$ cat config.mk
export PLATFORM = sky130hd
export DESIGN_NAME = pkt_ind_pin
export DESIGN_NICKNAME = d
export VERILOG_FILES = /design/src/rtl/pinx_pkg.sv /design/src/rtl/pinx_cfg_reg.sv /design/src/rtl/pinx_pulse.sv /design/src/rtl/pinx_gate_in.sv /design/src/rtl/pkt_ind_pin.sv
export SDC_FILE = /design/constraint.sdc
export NUM_CORES = 1
export LEC_CHECK = 0
export ABC_AREA = 0
export BUFFER_PORTS_ARGS = -buffer_cell sky130_fd_sc_hd__buf_2
export CAP_MARGIN = 20
export CORE_ASPECT_RATIO = 0.6
export CORE_MARGIN = 8
export CORE_UTILIZATION = 30
export DETAILED_ROUTE_END_ITERATION = 10
export HOLD_SLACK_MARGIN = 0.08
export PLACE_DENSITY = 0.52
export SLEW_MARGIN = 15
export SYNTH_ARGS = -nofsm -noshare
export SYNTH_HDL_FRONTEND = slang
export SYNTH_HIERARCHICAL = 1
export SYNTH_SLANG_ARGS = --single-unit
$ cat constraint.sdc
create_clock -name clk -period 1.9 [get_ports clk]
set_input_delay 0.285 -clock clk [delete_from_list [all_inputs] [get_ports clk]]
set_output_delay 0.285 -clock clk [all_outputs]
set_load 0.02 [all_outputs]
$ cat src/rtl/pinx_pkg.sv
package pinx_pkg;

  typedef enum logic [1:0] {
    PIN_RXIND = 2'b00,
    PIN_TXIND = 2'b01,
    PIN_BOTH  = 2'b10,
    PIN_GATE  = 2'b11
  } pin_fn_e;

  typedef struct packed {
    pin_fn_e    fn;
    logic [1:0] txpol;
    logic [1:0] rxpol;
    logic [1:0] gatepol;
  } pin_cfg_t;

  localparam logic [15:0] CFG_RESET = 16'h8000;
  localparam logic [15:0] CFG_MASK  = 16'hC0F3;

  // Only code 01 inverts; the undefined codes fall back to code 00.
  function automatic logic pol_inverted(input logic [1:0] pol);
    return (pol == 2'b01);
  endfunction

endpackage

$ cat src/rtl/pinx_cfg_reg.sv
module pinx_cfg_reg
  import pinx_pkg::*;
(
  input  logic        clk,
  input  logic        rst_n,
  input  logic        wr_en,
  input  logic [15:0] wr_data,
  output pin_cfg_t    cfg,
  output logic [15:0] rd_data,
  output logic        cfg_change
);

  logic [15:0] reg_q;
  logic [15:0] reg_d;
  logic [15:0] masked_wr;

  always_comb begin
    masked_wr  = wr_data & CFG_MASK;
    reg_d      = reg_q;
    cfg_change = 1'b0;
    if (wr_en) begin
      reg_d      = masked_wr;
      cfg_change = (masked_wr != reg_q);
    end
  end

  always_ff @(posedge clk or negedge rst_n) begin
    if (!rst_n) reg_q <= CFG_RESET;
    else if (wr_en) reg_q <= reg_d;
  end

  assign rd_data     = reg_q;
  assign cfg.fn      = pin_fn_e'(reg_q[15:14]);
  assign cfg.txpol   = reg_q[7:6];
  assign cfg.rxpol   = reg_q[5:4];
  assign cfg.gatepol = reg_q[1:0];

  // Unused bit positions never hold a one.
  assert_reserved_R2: assert property (@(posedge clk) disable iff (!rst_n)
    (rd_data & ~CFG_MASK) == 16'h0000);

endmodule

$ cat src/rtl/pinx_pulse.sv
module pinx_pulse #(
  parameter int PULSE_CYCLES = 10
) (
  input  logic clk,
  input  logic rst_n,
  input  logic trig,
  input  logic cancel,
  output logic active
);

  localparam int CW = $clog2(PULSE_CYCLES + 1);
  localparam logic [CW-1:0] LOAD = CW'(PULSE_CYCLES);

  logic [CW-1:0] cnt_q;
  logic [CW-1:0] cnt_d;
  logic          cnt_en;

  always_comb begin
    cnt_d  = cnt_q;
    cnt_en = 1'b0;
    if (cancel) begin
      cnt_d  = '0;
      cnt_en = 1'b1;
    end else if (trig) begin
      cnt_d  = LOAD;
      cnt_en = 1'b1;
    end else if (cnt_q != '0) begin
      cnt_d  = cnt_q - 1'b1;
      cnt_en = 1'b1;
    end
  end

  always_ff @(posedge clk or negedge rst_n) begin
    if (!rst_n) cnt_q <= '0;
    else if (cnt_en) cnt_q <= cnt_d;
  end

  assign active = (cnt_q != '0);

  assert_bound_R4: assert property (@(posedge clk) disable iff (!rst_n)
    cnt_q <= LOAD);

  assert_restart_R5: assert property (@(posedge clk) disable iff (!rst_n)
    (trig && !cancel) |=> (cnt_q == LOAD));

  assert_cancel_R9: assert property (@(posedge clk) disable iff (!rst_n)
    cancel |=> !active);

endmodule

$ cat src/rtl/pinx_gate_in.sv
module pinx_gate_in
  import pinx_pkg::*;
#(
  parameter int SYNC_STAGES = 2
) (
  input  logic       clk,
  input  logic       rst_n,
  input  logic       pin_i,
  input  logic [1:0] pol,
  input  logic       sel,
  output logic       allow
);

  logic [SYNC_STAGES-1:0] sync_q;
  logic [SYNC_STAGES-1:0] sync_d;

  always_comb begin
    sync_d = {sync_q[SYNC_STAGES-2:0], pin_i};
  end

  always_ff @(posedge clk or negedge rst_n) begin
    if (!rst_n) sync_q <= '0;
    else        sync_q <= sync_d;
  end

  assign allow = sel ? (sync_q[SYNC_STAGES-1] ^ pol_inverted(pol)) : 1'b1;

  // Two steady samples on the pin fix the permission two edges later.
  assert_sync_R8: assert property (@(posedge clk) disable iff (!rst_n)
    (sel && $past(sel) && pol == 2'b00 && $past(pol) == 2'b00 &&
     $past(pin_i, 2) == $past(pin_i)) |-> (allow == $past(pin_i)));

endmodule

$ cat src/rtl/pkt_ind_pin.sv
module pkt_ind_pin
  import pinx_pkg::*;
#(
  parameter int PULSE_CYCLES = 10,
  parameter int SYNC_STAGES  = 2
) (
  input  logic        clk,
  input  logic        rst_n,
  input  logic        cfg_wr,
  input  logic [15:0] cfg_wdata,
  input  logic        rx_evt,
  input  logic        tx_evt,
  input  logic        pin_i,
  output logic        pin_o,
  output logic        pin_oe,
  output logic        tx_allow,
  output logic [15:0] cfg_rdata
);

  logic [1:0] rst_sync_q;
  logic       rst_s;

  always_ff @(posedge clk or negedge rst_n) begin
    if (!rst_n) rst_sync_q <= 2'b00;
    else        rst_sync_q <= {rst_sync_q[0], 1'b1};
  end
  assign rst_s = rst_sync_q[1];

  pin_cfg_t cfg;
  logic     cfg_change;
  logic     trig;
  logic     out_inv;
  logic     pulse_active;
  logic     gate_sel;

  pinx_cfg_reg u_reg (
    .clk        (clk),
    .rst_n      (rst_s),
    .wr_en      (cfg_wr),
    .wr_data    (cfg_wdata),
    .cfg        (cfg),
    .rd_data    (cfg_rdata),
    .cfg_change (cfg_change)
  );

  always_comb begin
    trig    = 1'b0;
    out_inv = pol_inverted(cfg.txpol);
    case (cfg.fn)
      PIN_RXIND: begin
        trig    = rx_evt;
        out_inv = pol_inverted(cfg.rxpol);
      end
      PIN_TXIND: trig = tx_evt;
      PIN_BOTH:  trig = rx_evt | tx_evt;
      default:   trig = 1'b0;
    endcase
  end

  pinx_pulse #(.PULSE_CYCLES(PULSE_CYCLES)) u_pulse (
    .clk    (clk),
    .rst_n  (rst_s),
    .trig   (trig),
    .cancel (cfg_change),
    .active (pulse_active)
  );

  assign gate_sel = (cfg.fn == PIN_GATE);

  pinx_gate_in #(.SYNC_STAGES(SYNC_STAGES)) u_gate (
    .clk   (clk),
    .rst_n (rst_s),
    .pin_i (pin_i),
    .pol   (cfg.gatepol),
    .sel   (gate_sel),
    .allow (tx_allow)
  );

  assign pin_oe = !gate_sel;
  assign pin_o  = gate_sel ? 1'b0 : (pulse_active ^ out_inv);

  assert_quiet_R7: assert property (@(posedge clk) disable iff (!rst_s)
    (gate_sel && !cfg_change) |=> !pulse_active);

  assert_idle_R9: assert property (@(posedge clk) disable iff (!rst_s)
    (cfg_change && cfg_wdata[15:14] != 2'b11) |=> (pin_o == out_inv));

endmodule

==> results_dict.tcl <==
set metrics [dict create \
    synth_cells 87 \
    grt_max_degree 15 \
    status "complete, but fails checks" \
    critPathMaxFanout 3 \
    critical_path_class "reg2out" \
    worstSetupEndpointType "output port" \
    num_antenna_cells 0 \
    final_nets 136 \
    yosysWarnings 6 \
    synth-seq-area-share_pct 43.3 \
    via_count 648 \
    setup.worst_path.start_class "register" \
    relSlewSlack_pct 62.7 \
    hpwlAfterDp_um 1490 \
    dp.cells 144 \
    syn_to_final_growth_pct 21.2 \
    fin_cells 154 \
    grt-ovfl-total 0 \
    initial_core_util_pct 31.9 \
    grt_pass1_vias 674 \
    tightest_slew_ns 0.560 \
    fill_cells 312 \
    period_share_pct 108 \
    max-cap-violations 0 \
    ioPinCount 41 \
    drt_iter0_drc 11 \
    first_pass_iters 4 \
    path_clk_slew_ns 0.06 \
    grt_pass1_wl_um 2990 \
    cts_inserted_buffers 3 \
    finalSetupViolations 1 \
    ys_types 25 \
    clkSinkCount 16 \
    ys_ff_latch 16 \
    die_height_um 59.1 \
    antenna_left 0 \
    routedWlPerCell_um 12.3 \
    cts_tree "built" \
    antenna_found_initial 0 \
    drive_above_1_share_pct 44.6 \
    io_buffers 24 \
    yosys.area.top_type "dfrtp_1" \
    clock_tree.buffer_depth 2 \
    clock_skew_ns 0.00472 \
    htree_levels 1 \
    synth_top_area_share_pct 40.4 \
    placed_cell_area_mm2 0.00101 \
    gp_congestion 0.781 \
    finalCriticalPeriod_ns 2.05 \
    track_usage_pct 7.50 \
    core_area_mm2 0.00291 \
    drv_slew 0 \
    max-vdd-ir-drop_v 0.000396 \
    synth_area_um2 928 \
    cp_data_required_time_ns 1.62 \
    synthTopCellsByArea "dfrtp_1 40%, buf_4 13%, mux2_2 12%" \
    rows 15 \
    rsz0062_at_grt "true" \
    p_total_mw 1.11 \
    synth.avg_cell_area_um2 10.7 \
    powerDensity_mw_per_mm2 991 \
    fp.dieW_um 87.8 \
    clock.fmax_mhz 488 \
    hold_viol 0 \
    power_leakage_nw 0.534 \
    drt_wl_total_um 1900 \
    clockRootBuffer "clkbuf_8" \
    hp-class "in2reg" \
    drc 0 \
    cp.arrival_ns 1.77 \
    setup_slack_ns -0.151 \
    clock_latency_ns 0.25 \
    vias_per_cell 4.21 \
    violations "setup timing" \
    final.setup.tns_ns -0.151 \
    design_area_mm2 0.00112 \
    die_area_mm2 0.00519 \
]
[power by group]
| part | switching (mW) | internal [mW] |
|---|---|---|
| combinational | 0.202 | 0.229 |
| clock | 0.111 | 0.148 |
| sequential | 0.0410 | 0.384 |
| total | 0.353 | 0.761 |
[Yosys cell counts, drive strengths merged]
cell type / number
a22o: 1
mux2: 10
inv: 4
or3b: 1
dfrtp: 15
buf: 18
xnor2: 3
nand2b: 2
nor2: 2
a21oi: 2
a21boi: 1
a311oi: 1
or2b: 1
nand2: 4
nor3: 4
ha: 1
dfstp: 1
o22ai: 1
nor4: 2
mux2i: 1
xor2: 9
nor2b: 1
conb: 2
[per-layer routing]
layer	GRT usage [%]	vias to the layer above	part of all wire, %
met5	0	-	0
met4	2.67	0	0.90
met3	4.01	4	9.6
met2	12.2	27	45
met1	8.15	305	45
li1	-	312	-
[final cells by class]
class | instances | area (um2) | share of cell area [%]
multi-input cells | 56 | 420 | 37.4
flip-flops and latches | 16 | 403 | 35.8
repair buffers | 32 | 189 | 16.8
well taps | 42 | 52.6 | 4.67
clock buffers | 4 | 45.0 | 4.00
inverters | 4 | 15.0 | 1.33
[critical path, stage by stage (launching register included)]
cell and delay [ns]:
dfrtp_1 0.39, inv_1 0.07, ha_2 0.17, or3b_4 0.41, xnor2_2 0.14, a22o_1 0.22, buf_6 0.13
[layout by cell type (no fill, tap or decap), types with 3 or more instances in the layout]
master and n:
buf_2 23, dfrtp_1 14, mux2_2 10, xor2_1 9, conb_1 9, buf_4 7
nand2_1 4, inv_1 4, nor3_1 4, clkbuf_8 3
[registers in the layout, indices dropped and copies added, names as in the netlist]
register / cells
u_gate/sync_q: 2
u_reg/rd_data: 8
u_pulse/cnt_q: 4
rst_sync_q: 2
[through the flow]
| stage | util, % | setup slack [ns] | hold slack (ns) |
|---|---|---|---|
| 2_1_floorplan | - | 0.104 | -0.0106 |
| 3_3_place_gp | 34.8 | 0.0573 | 0.0713 |
| 3_5_place_dp | 34.8 | 0.0255 | 0.0769 |
| 4_1_cts | 38.1 | -0.147 | 0.134 |
| 5_1_grt | 38.7 | -0.199 | 0.125 |
| 6_report | 38.7 | -0.151 | 0.141 |
[kinds of logic (layout without fill, tap and decap cells)]
family | Yosys count | after routing | share of synthesized area (%)
buffers and inverters | 22 | 40 | 15.6
and+or+nand+nor | 17 | 17 | 9.97
DFF | 16 | 16 | 43.3
xor gates and xnor gates | 12 | 12 | 11.3
muxes | 11 | 11 | 13.2
AOI/OAI and AO/OA | 6 | 6 | 4.45
other | 2 | 9 | 0.809
adders and majority gates | 1 | 1 | 1.35
[worst paths after layout]
| kind | endpoint | depth (start not counted) | slack [ns] | startpoint |
|---|---|---|---|---|
| min in group asynchronous | u_reg/rd_data[4]$_DFFE_PN0P_ | 0 | 0.23 | rst_sync_q[1]$_DFF_PN0_ |
| setup reg to reg | u_pulse/cnt_q[1]$_DFFE_PN0P_ | 5 | 0.34 | u_pulse/cnt_q[1]$_DFFE_PN0P_ |
| max in group asynchronous | u_reg/rd_data[14]$_DFFE_PN0P_ | 0 | 1.26 | rst_sync_q[1]$_DFF_PN0_ |
| setup / recovery | pin_o | 6 | -0.15 | u_pulse/cnt_q[1]$_DFFE_PN0P_ |
| hold reg to reg | u_reg/rd_data[4]$_DFFE_PN0P_ | 0 | 0.23 | rst_sync_q[1]$_DFF_PN0_ |
| hold / removal | u_gate/sync_q[0]$_DFF_PN0_ | 1 | 0.14 | pin_i |
[what timing repair did]
item,4_1_cts,5_1_grt
hold buffers,1,0
hold endpoints to repair,2,0
setup buffers,3,2
setup endpoints to repair,2,2
pin swaps,3,0
gates resized for setup,5,1
No activity file was read; power rests on OpenSTA's default activity.
